[config.mk]
export PLATFORM = sky130hd
export DESIGN_NAME = irq_route_ctrl
export DESIGN_NICKNAME = d
export VERILOG_FILES = /design/src/rtl/irq_route_pkg.sv /design/src/rtl/irq_route_decode.sv /design/src/rtl/irq_aff_match.sv /design/src/rtl/irq_route_store.sv /design/src/rtl/irq_target_map.sv /design/src/rtl/irq_route_ctrl.sv
export SDC_FILE = /design/constraint.sdc
export NUM_CORES = 2
export LEC_CHECK = 0
export BUFFER_PORTS_ARGS = -buffer_cell sky130_fd_sc_hd__buf_2
export CAP_MARGIN = 10
export CORE_UTILIZATION = 45
export CTS_CLUSTER_DIAMETER = 150
export DETAILED_ROUTE_END_ITERATION = 10
export GPL_ROUTABILITY_DRIVEN = 1
export GPL_TIMING_DRIVEN = 0
export PLACE_DENSITY_LB_ADDON = 0.3
export SETUP_SLACK_MARGIN = 0.05
export SYNTH_ARGS = -nofsm -noshare
export SYNTH_HDL_FRONTEND = slang
export SYNTH_HIERARCHICAL = 1
export SYNTH_SLANG_ARGS = --single-unit
[constraint.sdc]
create_clock -name clk -period 2.9 [get_ports clk]
set_input_delay 0.58 -clock clk [delete_from_list [all_inputs] [get_ports clk]]
set_output_delay 0.58 -clock clk [all_outputs]
set_load 0.01 [all_outputs]
[src/rtl/irq_route_pkg.sv]
package irq_route_pkg;
  localparam int unsigned AFF_W      = 32;
  localparam int unsigned CORE_IDX_W = 8;
  localparam logic [CORE_IDX_W-1:0] CORE_NONE = 8'hFF;

  typedef logic [AFF_W-1:0]      aff_t;
  typedef logic [CORE_IDX_W-1:0] core_idx_t;
endpackage

[src/rtl/irq_route_decode.sv]
module irq_route_decode #(
  parameter int unsigned ADDR_W     = 16,
  parameter int unsigned NUM_IRQ    = 32,
  parameter int unsigned PRIV_SLOTS = 32,
  parameter int unsigned IDX_W      = 5
) (
  input  logic [ADDR_W-1:0] addr,
  output logic              in_range,
  output logic              lo_word,
  output logic [IDX_W-1:0]  slot
);
  localparam int unsigned BASE  = PRIV_SLOTS * 8;
  localparam int unsigned LIMIT = BASE + NUM_IRQ * 8;

  logic [ADDR_W-1:0] off;
  logic              unused_bits;

  always_comb begin
    off      = addr - ADDR_W'(BASE);
    in_range = (addr >= ADDR_W'(BASE)) && (addr < ADDR_W'(LIMIT));
    lo_word  = ~off[2];
    slot     = off[IDX_W+2:3];
  end

  assign unused_bits = ^{off[1:0], off[ADDR_W-1:IDX_W+3]};
endmodule

[src/rtl/irq_aff_match.sv]
module irq_aff_match
  import irq_route_pkg::*;
#(
  parameter int unsigned NUM_CORE = 4
) (
  input  aff_t                    key,
  input  logic [NUM_CORE*AFF_W-1:0] aff_tab,
  output logic                    hit,
  output core_idx_t               idx
);
  logic [NUM_CORE-1:0] eq;

  for (genvar c = 0; c < NUM_CORE; c++) begin : g_cmp
    assign eq[c] = (aff_tab[c*AFF_W +: AFF_W] == key);
  end

  // Lowest matching core wins: scan downward so the last hit kept is lowest.
  always_comb begin
    hit = 1'b0;
    idx = CORE_NONE;
    for (int c = NUM_CORE - 1; c >= 0; c--) begin
      if (eq[c]) begin
        hit = 1'b1;
        idx = core_idx_t'(c);
      end
    end
  end

  // AST_HIT_IDX_VALID -- R11
  always_comb begin
    if (hit) assert (idx < core_idx_t'(NUM_CORE) && eq[idx[$clog2(NUM_CORE+1)-1:0]]);
  end
endmodule

[src/rtl/irq_route_store.sv]
module irq_route_store
  import irq_route_pkg::*;
#(
  parameter int unsigned NUM_IRQ = 32,
  parameter int unsigned IDX_W   = 5
) (
  input  logic                         clk,
  input  logic                         rst_n,
  input  logic [NUM_IRQ-1:0]           wr_sel,
  input  aff_t                         wr_data,
  input  logic                         new_hit,
  input  core_idx_t                    new_idx,
  input  aff_t                         core0_aff,
  input  logic [IDX_W-1:0]             rd_slot,
  output aff_t                         rd_val,
  output logic [NUM_IRQ*CORE_IDX_W-1:0] idx_flat
);
  aff_t                 aff_q   [NUM_IRQ];
  aff_t                 aff_d   [NUM_IRQ];
  core_idx_t            idx_q   [NUM_IRQ];
  core_idx_t            idx_d   [NUM_IRQ];
  logic [NUM_IRQ-1:0]   dflt_q;
  logic [NUM_IRQ-1:0]   dflt_d;

  // next state
  always_comb begin
    for (int i = 0; i < NUM_IRQ; i++) begin
      aff_d[i]  = aff_q[i];
      idx_d[i]  = idx_q[i];
      dflt_d[i] = dflt_q[i];
      if (wr_sel[i]) begin
        aff_d[i]  = wr_data;
        idx_d[i]  = new_hit ? new_idx : CORE_NONE;
        dflt_d[i] = 1'b0;
      end
    end
  end

  // registers; slots not yet written follow core 0's affinity
  always_ff @(posedge clk or negedge rst_n) begin
    if (!rst_n) begin
      for (int i = 0; i < NUM_IRQ; i++) begin
        aff_q[i] <= '0;
        idx_q[i] <= '0;
      end
      dflt_q <= '1;
    end else begin
      for (int i = 0; i < NUM_IRQ; i++) begin
        if (wr_sel[i]) begin
          aff_q[i] <= aff_d[i];
          idx_q[i] <= idx_d[i];
        end
      end
      dflt_q <= dflt_d;
    end
  end

  always_comb begin
    rd_val = '0;
    for (int i = 0; i < NUM_IRQ; i++) begin
      if (rd_slot == IDX_W'(i)) rd_val = dflt_q[i] ? core0_aff : aff_q[i];
    end
  end

  for (genvar i = 0; i < NUM_IRQ; i++) begin : g_out
    assign idx_flat[i*CORE_IDX_W +: CORE_IDX_W] = idx_q[i];

    // AST_WRITE_KEEPS_VALUE -- R3
    a_keep : assert property (@(posedge clk) disable iff (!rst_n)
      wr_sel[i] |=> (aff_q[i] == $past(wr_data) && !dflt_q[i]))
      else $error("AST_WRITE_KEEPS_VALUE");
  end
endmodule

[src/rtl/irq_target_map.sv]
module irq_target_map
  import irq_route_pkg::*;
#(
  parameter int unsigned NUM_IRQ  = 32,
  parameter int unsigned NUM_CORE = 4
) (
  input  logic                          clk,
  input  logic                          rst_n,
  input  logic [NUM_IRQ-1:0]            wr_sel,
  input  logic [NUM_IRQ*CORE_IDX_W-1:0] old_idx_flat,
  input  logic                          new_hit,
  input  core_idx_t                     new_idx,
  output logic [NUM_CORE*NUM_IRQ-1:0]   tgt_flat
);
  logic [NUM_IRQ-1:0] tgt_q [NUM_CORE];
  logic [NUM_IRQ-1:0] tgt_d [NUM_CORE];

  // next state: clear at the old core, then set at the new one (set wins)
  always_comb begin
    for (int c = 0; c < NUM_CORE; c++) begin
      for (int i = 0; i < NUM_IRQ; i++) begin
        tgt_d[c][i] = tgt_q[c][i];
        if (wr_sel[i] && old_idx_flat[i*CORE_IDX_W +: CORE_IDX_W] == core_idx_t'(c))
          tgt_d[c][i] = 1'b0;
        if (wr_sel[i] && new_hit && new_idx == core_idx_t'(c))
          tgt_d[c][i] = 1'b1;
      end
    end
  end

  always_ff @(posedge clk or negedge rst_n) begin
    if (!rst_n) begin
      for (int c = 0; c < NUM_CORE; c++) tgt_q[c] <= (c == 0) ? '1 : '0;
    end else begin
      for (int c = 0; c < NUM_CORE; c++) begin
        if (|wr_sel) tgt_q[c] <= tgt_d[c];
      end
    end
  end

  for (genvar c = 0; c < NUM_CORE; c++) begin : g_flat
    assign tgt_flat[c*NUM_IRQ +: NUM_IRQ] = tgt_q[c];
  end

  for (genvar i = 0; i < NUM_IRQ; i++) begin : g_col
    logic [NUM_CORE-1:0] col;
    for (genvar c = 0; c < NUM_CORE; c++) begin : g_bit
      assign col[c] = tgt_q[c][i];
    end
    // AST_ONE_TARGET -- R4
    a_one : assert property (@(posedge clk) disable iff (!rst_n) $onehot0(col))
      else $error("AST_ONE_TARGET");
    // AST_HIT_SETS_BIT -- R4
    a_set : assert property (@(posedge clk) disable iff (!rst_n)
      (wr_sel[i] && new_hit) |=> $countones(col) == 1)
      else $error("AST_HIT_SETS_BIT");
  end
endmodule

[src/rtl/irq_route_ctrl.sv]
module irq_route_ctrl
  import irq_route_pkg::*;
#(
  parameter int unsigned ADDR_W     = 16,
  parameter int unsigned NUM_IRQ    = 32,
  parameter int unsigned NUM_CORE   = 4,
  parameter int unsigned PRIV_SLOTS = 32
) (
  input  logic                          clk,
  input  logic                          rst_n,
  input  logic                          bus_req,
  input  logic                          bus_we,
  input  logic [ADDR_W-1:0]             bus_addr,
  input  logic [31:0]                   bus_wdata,
  output logic                          bus_rvalid,
  output logic [31:0]                   bus_rdata,
  input  logic [NUM_CORE*32-1:0]        core_aff,
  output logic [NUM_CORE*NUM_IRQ-1:0]   core_targets,
  output logic [NUM_IRQ*8-1:0]          irq_core
);
  // core indices are 8 bits with 0xFF reserved: NUM_CORE must stay below 256
  localparam int unsigned IDX_W = (NUM_IRQ > 1) ? $clog2(NUM_IRQ) : 1;

  logic             in_range;
  logic             lo_word;
  logic [IDX_W-1:0] slot;
  logic             wr_ok;
  logic             rd_req;
  logic [NUM_IRQ-1:0] wr_sel;
  logic             new_hit;
  core_idx_t        new_idx;
  aff_t             rd_val;
  logic [31:0]      rdata_d;
  logic [31:0]      rdata_q;
  logic             rvalid_q;

  irq_route_decode #(
    .ADDR_W(ADDR_W), .NUM_IRQ(NUM_IRQ), .PRIV_SLOTS(PRIV_SLOTS), .IDX_W(IDX_W)
  ) u_dec (
    .addr(bus_addr), .in_range(in_range), .lo_word(lo_word), .slot(slot)
  );

  irq_aff_match #(.NUM_CORE(NUM_CORE)) u_match (
    .key(bus_wdata), .aff_tab(core_aff), .hit(new_hit), .idx(new_idx)
  );

  assign wr_ok  = bus_req && bus_we && in_range && lo_word;
  assign rd_req = bus_req && !bus_we;

  for (genvar i = 0; i < NUM_IRQ; i++) begin : g_sel
    assign wr_sel[i] = wr_ok && (slot == IDX_W'(i));
  end

  irq_route_store #(.NUM_IRQ(NUM_IRQ), .IDX_W(IDX_W)) u_store (
    .clk(clk), .rst_n(rst_n), .wr_sel(wr_sel), .wr_data(bus_wdata),
    .new_hit(new_hit), .new_idx(new_idx), .core0_aff(core_aff[AFF_W-1:0]),
    .rd_slot(slot), .rd_val(rd_val), .idx_flat(irq_core)
  );

  irq_target_map #(.NUM_IRQ(NUM_IRQ), .NUM_CORE(NUM_CORE)) u_map (
    .clk(clk), .rst_n(rst_n), .wr_sel(wr_sel), .old_idx_flat(irq_core),
    .new_hit(new_hit), .new_idx(new_idx), .tgt_flat(core_targets)
  );

  // read path next state
  always_comb begin
    rdata_d = (in_range && lo_word) ? rd_val : '0;
  end

  always_ff @(posedge clk or negedge rst_n) begin
    if (!rst_n) begin
      rdata_q  <= '0;
      rvalid_q <= 1'b0;
    end else begin
      if (rd_req) rdata_q <= rdata_d;
      rvalid_q <= rd_req;
    end
  end

  assign bus_rdata  = rdata_q;
  assign bus_rvalid = rvalid_q;

  // AST_RVALID_PULSE -- R10
  a_rvalid : assert property (@(posedge clk) disable iff (!rst_n)
    rd_req |=> bus_rvalid) else $error("AST_RVALID_PULSE");
  // AST_UPPER_RAZ -- R2
  a_upper : assert property (@(posedge clk) disable iff (!rst_n)
    (rd_req && !lo_word) |=> bus_rdata == '0) else $error("AST_UPPER_RAZ");
  // AST_IGNORED_STABLE -- R9
  a_ign : assert property (@(posedge clk) disable iff (!rst_n)
    (bus_req && bus_we && !(in_range && lo_word)) |=> $stable(irq_core) && $stable(core_targets))
    else $error("AST_IGNORED_STABLE");

  for (genvar i = 0; i < NUM_IRQ; i++) begin : g_chk
    // AST_UNALLOC_EMPTY -- R6
    a_none : assert property (@(posedge clk) disable iff (!rst_n)
      (irq_core[i*8 +: 8] == CORE_NONE) |-> !(|{core_targets[i]}) )
      else $error("AST_UNALLOC_EMPTY");
    for (genvar c = 0; c < NUM_CORE; c++) begin : g_core
      // AST_MAP_AGREES -- R5
      a_agree : assert property (@(posedge clk) disable iff (!rst_n)
        core_targets[c*NUM_IRQ + i] == (irq_core[i*8 +: 8] == core_idx_t'(c)))
        else $error("AST_MAP_AGREES");
    end
  end
endmodule

* Yosys cells after proc, flatten, opt, wreduce, memory -nomap -nowiden
Cells that the tools add are included.
Operators by class: $add $sub $neg 1, $lt $le $gt $ge 2, eq/ne operators 134, multiplexer cells 330, bitwise logic cells 1, reductions and logical operators 618
Operators by type and width (count):
- 2-to-1 mux 32 bit | 65
- equality test 8 x 2 -> 1 bit (second input constant) | 66
- logical AND 1 bit | 326
- equality test 8 x 1 -> 1 bit (second input constant) | 33
- logical NOT 8 bit | 33
- 2-to-1 mux 1 bit | 260
- AND reduction 2 bit | 128
- nonzero test 2 bit | 128
- equality test 32 bit | 4
- equality test 5 bit (second input constant) | 16
- equality test 5 x 4 -> 1 bit (second input constant) | 8
- 2-to-1 mux 8 bit | 5
- OR reduction 32 bit | 1
- equality test 5 x 3 -> 1 bit (second input constant) | 4
- greater-or-equal comparator 16 x 9 -> 1 bit (second input constant) | 1
- less-than comparator 16 x 10 -> 1 bit (second input constant) | 1
- equality test 5 x 2 -> 1 bit (second input constant) | 2
- subtractor 8 x 1 -> 8 bit (second input constant) | 1
- equality test 5 x 1 -> 1 bit (second input constant) | 1
- logical NOT 5 bit | 1
- logical NOT 1 bit | 1
- inverter 1 bit | 1
Word-level totals: flip-flop bits (word level) 1473, output and inout bits 417, word-level logic and storage cells 1312

* Longest topological paths before layout
depth after elaboration 35, gate-level depth with buffers 12, gate-level depth less buffers 8

* By module
Netlist, hierarchy kept.
By module, submodules not included:
- irq_route_store | instances 1, cells each 6036, area each 69939.6 sq um, sequential area each 32871.5 sq um
- irq_target_map | instances 1, cells each 598, area each 6304.8 sq um, sequential area each 3243.1 sq um
- irq_route_ctrl | instances 1, cells each 128, area each 1599.0 sq um, sequential area each 825.8 sq um
- irq_aff_match | instances 1, cells each 182, area each 1456.4 sq um, sequential area each 0.0 sq um
- irq_route_decode | instances 1, cells each 9, area each 61.3 sq um, sequential area each 0.0 sq um

* Worst setup path before layout
Ideal clock, no wire load.
path kind input-to-reg, from input bus_addr[9], to register u_store.idx_q, in the netlist u_store/idx_flat[13], data arrival time 2.808 ns, setup slack 0.014 ns, stages on the path 9, cells stage by stage nor4_1 -> and4b_1 -> nand4_2 -> buf_6 -> nor4_1 -> buf_1 -> clkbuf_1 -> nor2_1 -> a21oi_1
On the way: cells in the longest elaborated chain, start to end 5, elaborated cells between the ends (all ways) 6
Ends and longest elaborated chain:
- from (decl) | RTL line irq_route_ctrl.sv:13 | input logic [ADDR_W-1:0] bus_addr,
- greater-or-equal comparator 16 x 9 -> 1 bit / less-than comparator 16 x 10 -> 1 bit (equally long branches) | RTL line irq_route_decode.sv:20 | in_range = (addr >= ADDR_W'(BASE)) && (addr < ADDR_W'(LIMIT));
- logical AND 1 bit * | RTL line irq_route_decode.sv:20
- named net in_range | RTL line irq_route_ctrl.sv:24 | logic in_range;
- logical AND 1 bit * (2 in series) | RTL line irq_route_ctrl.sv:47 | assign wr_ok = bus_req && bus_we && in_range && lo_word;
- logical AND 1 bit * | RTL line irq_route_ctrl.sv:51 | assign wr_sel[i] = wr_ok && (slot == IDX_W'(i));
- named net wr_sel[1] | RTL line irq_route_ctrl.sv:29 | logic [NUM_IRQ-1:0] wr_sel;
- to (signal, indexed assignment) | RTL line irq_route_store.sv:51 | idx_q[i] <= idx_d[i];
- to (decl) | RTL line irq_route_store.sv:20 | core_idx_t idx_q [NUM_IRQ];
Mark *: on every way through the listed nets, which the timed path passes. The rest lies on a longest branch. A chain may end at the register's enable or synchronous reset.

* Worst setup path after layout
from input bus_addr[4], to register rdata_q[23], in the netlist bus_rdata[23]
On the way: cells in the longest elaborated chain, start to end 35, elaborated cells between the ends (all ways) 70
Ends and longest elaborated chain:
- subtractor 8 x 1 -> 8 bit * | RTL line irq_route_decode.sv:19 | off = addr - ADDR_W'(BASE);
- logical NOT 5 bit | RTL line irq_route_store.sv:61 | if (rd_slot == IDX_W'(i)) rd_val = dflt_q[i] ? core0_aff : aff_q[i];
- 2-to-1 mux 32 bit (31 in series) | RTL line irq_route_store.sv:61
- 2-to-1 mux 32 bit * | RTL line irq_route_store.sv:61
- named net rd_val[23] | RTL line irq_route_ctrl.sv:32 | aff_t rd_val;
- 2-to-1 mux 32 bit * | RTL line irq_route_ctrl.sv:67 | rdata_d = (in_range && lo_word) ? rd_val : '0;
- to (signal assigned) | RTL line irq_route_ctrl.sv:75 | if (rd_req) rdata_q <= rdata_d;
- to (decl) | RTL line irq_route_ctrl.sv:34 | logic [31:0] rdata_q;
Marked as above.

==> flow_summary_export.csv <==
group,metric,value,unit
run_status,status,"finished with violations",
run_status,violations,"hold timing, setup timing",
global_route,grt_pass1_wl,518000,um
min_path,hold_path.class,"primary input to async pin",
synth,ys_types,76,
floorplanning,dieArea,178000,um^2
finish,fillCellCount,15300,
finish,finalNetCount,7958,
synth,yosysTopAreaCell,"dfrtp_1",
finish,syn_to_final_growth,18.6,%
floorplanning,core.rowCount,153,
critical_path,critPathLaunchType,"primary input",
synth,synthArstFlopShare,100,%
clock_network,clock_sinks,1473,
sta,setup_viol,122,
global_route,grt_pass1_vias,67000,
critical_path,critPathRequiredTime,3.68,ns
sta,hold_slack,-0.180,ns
clock_network,clk_latency,0.85,ns
placement,io_buffers,589,
floorplanning,fp.coreArea,175000,um^2
critical_path,cp-end-kind,"flip-flop",
sta,rsz0062_at_grt,"yes",
clock_network,cts_tree,"built",
critical_path,timing.rr.start,"u_store/dflt_q[16]",
global_route,met3_usage,16.4,%
critical_path,r2r_slack,-0.06,ns
floorplanning,io_pins,597,
finish,drive_gt1_share,38.0,%
critical_path,cp_max_fo,14,
critical_path,critPathArrivalTime,3.83,ns
clock_network,cts-root-buf,"clkbuf_16",
critical_path,r2r_cells,8,
detailed_routing,first_iter_violations,10500,
synth,synth_area_per_cell,11.4,um^2
global_route,grt.met1_usage,51.5,%
detailed_routing,routed-via-count,69400,
synth,synth-edff-count,0,
critical_path,timing.rr.end,"bus_rdata[20]",
detailed_routing,drtAntennaViolNets,0,
global_route,antenna_found_initial,33,
detailed_routing,drt-pass1-iter-count,9,
sta,period_needed,3.05,ns
global_route,met2_usage,57.3,%
critical_path,slowest_delay,0.66,ns
synth,synth.ff_latch_count,1473,
finish,final_cell_area,94100,um^2
critical_path,crit_chain,"buf_4, buf_4, buf_4, buf_2, buf_2, mux4_2, nand2_1, o21ai_1, a21oi_1, a22o_1",
global_route,grt_most_used_layer,"met2",
clock_network,clkSlewWorstSetupHoldPaths,0.06,ns
synth,netlist_top_cells_area,"dfrtp_1 44%, mux2_2 19%, mux2i_1 9.7%",
clock_network,ctsLongestPathBuffers,3,
placement,placed_area,86100,um^2
detailed_routing,postRouteWirelength,377000,um
synth,synth_nets,7133,
sta,hold_viol_final,104,
synth,yosysSeqAreaShare,46.5,%
clock_network,cts_htree_levels,4,
sta,max_freq,328,MHz
synth,synthFlopType,"dfrtp_1",
placement,hpwl,267000,um
sta,fin_skew,0.0371,ns
power,vdd.ir_drop.worst,0.483,mV
sta,tightest_slew,1.31,ns
critical_path,cp_slowest_cell,"buf_2",
global_route,grt_max_degree,166,
synth,yosysWarnings,6,
critical_path,crit_start,"bus_addr[4]",
global_route,gr-total-overflow,0,
sta,max_slew_margin,12.7,%
finish,final_cells,10300,
critical_path,crit_end,"bus_rdata[23]",
sta,worst_slack,-0.147,ns
sta,timing.final.max_slew_violations,0,
synth,synth_area,79400,um^2
synth,syn_inst,6953,
synth,synth_top_area_share,44.4,%
run,cap_violations,0,
critical_path,crit_type,"primary input to flip-flop",
power,p_per_area,486,nW/um^2
detailed_routing,wl_per_cell,36.7,um
detailed_routing,via_per_inst,6.75,
floorplanning,dieWidth,422,um
placement,gp_congestion,1.05,
clock_network,cts_made_buffers,163,
critical_path,critPathMostFrequentCell,"buf_4",
detailed_routing,drcViolationCount,0,
power,p_leak,0.0421,uW
sta,final.period_utilization,105,%
global_route,grt_use_total,41.0,%
placement,placed_cells,9908,
floorplanning,fp.dieH,422,um
floorplanning,initial_core_util,45.5,%
==> placed cells by master, fill, tap and decap left out, types with 32 or more instances in the layout <==
cell type           n
dfrtp_1          1409
mux2_2           1336
mux2i_1           766
buf_2             637
a21oi_1           437
nor2_1            402
clkbuf_1          338
o21ai_0           209
clkbuf_16         165
clkbuf_2          131
buf_4             126
o22ai_1           125
nand2_1           113
o21ai_1           104
xor2_1             85
nor4_1             79
buf_6              66
o31ai_1            64
a22o_1             62
o41ai_1            62
nor3_1             61
dfstp_2            58
clkbuf_4           48
nor2b_1            45
nand3_1            41
clkinv_2           38
o211ai_1           38
inv_1              35
or2_2              34
or4_4              33
a211oi_1           33
or4b_1             32
xnor2_1            32
o22a_1             32
o2bb2ai_1          32
a31oi_1            32
clkdlybuf4s15_2    32
==> worst min-delay path by stage <==
stage | end | slack, ns | cells past startpoint
finish | u_map/tgt_flat[115] | -0.18 | 2
global route | u_map/tgt_flat[115] | -0.16 | 2
CTS | u_store/idx_flat[189] | -0.1 | 2
detailed placement | u_map/tgt_flat[55] | 0.46 | 1
global placement | u_map/tgt_flat[7] | 0.48 | 2
floorplan | bus_rdata[0] | 0.28 | 0
==> registers in the layout, indices dropped and copies added (netlist names) <==
register / count
u_store/aff_q: 1024
u_store/dflt_q: 32
bus_rdata: 32
bus_rvalid: 1
u_map/tgt_flat: 128
u_store/idx_flat: 256
==> kinds of logic after synthesis <==
kind of cell	Yosys count	synth area share [%]
compound gates	1452	12.0
xor+xnor	129	1.42
buf+inv	801	4.23
flops	1473	46.5
mux	2133	29.5
simple gates	965	6.33
==> cell type report <==
cell class	instances	area, um^2	area share [%]
buffer	736	4140	4.39
clock buffer	225	4570	4.86
inverter	36	135	0.144
antenna	28	70.1	0.0744
sequential	1473	37000	39.3
multi-input combinational	4679	39900	42.4
timing repair buffer	689	4490	4.77
clock inverter	79	996	1.06
tap	2325	2910	3.09
==> timing repair <==
item	4_1_cts	5_1_grt
hold buffers	3	7
gates resized for setup	491	311
hold endpoints to repair	42	112
buffers inserted	32	15
cloned	0	0
setup endpoints to repair	1326	758
pin swaps	27	18
==> critical path, delay by kind of cell <==
family | cells | cell delay, ns
buffers and inverters | 5 | 2.09
AOI/OAI and AO/OA | 3 | 0.58
muxes | 1 | 0.39
and+or+nand+nor | 1 | 0.11
==> synthesized netlist by cell type, types with 62 or more instances <==
library cell and n:
dfstp_2 64, o21ai_0 245, dfrtp_1 1409, a21oi_1 452
a22o_1 62, nor3_1 82, buf_1 93, o31ai_1 64
nor4_1 101, o41ai_1 62, o22ai_1 125, nand2_1 113
buf_2 123, mux2i_1 767, clkbuf_1 502, xor2_1 97
nor2_1 407, mux2_2 1336, o21ai_1 74
==> stage by stage <==
step	setup slack [ns]	setup TNS, ns	utilization [%]	power [uW]
after CTS	0.0502	0	53.4	45600
after detailed placement	-2.39	-2059.62	49.3	24000
after floorplan	0.0145	0	-	22100
after global placement	-31.41	-	48.8	23900
final	-0.147	-3.77	53.9	45800
after global routing	-0.0401	-0.359	53.9	46700
==> power by group <==
part	internal, uW	leakage [uW]	total, uW	switching [uW]
Combinational	743	0.0190	3360	2620
Clock	12600	0.00272	21800	9260
Sequential	20600	0.0204	20600	11.2
Total	33900	0.0421	45800	11900
==> routing by layer <==
layer	vias to the layer above	wire length (um)
met5	-	682
met4	22	30300
met3	1419	51400
met2	5529	155000
met1	35100	140000
li1	27300	-
Power figures use the tool's default switching activity.
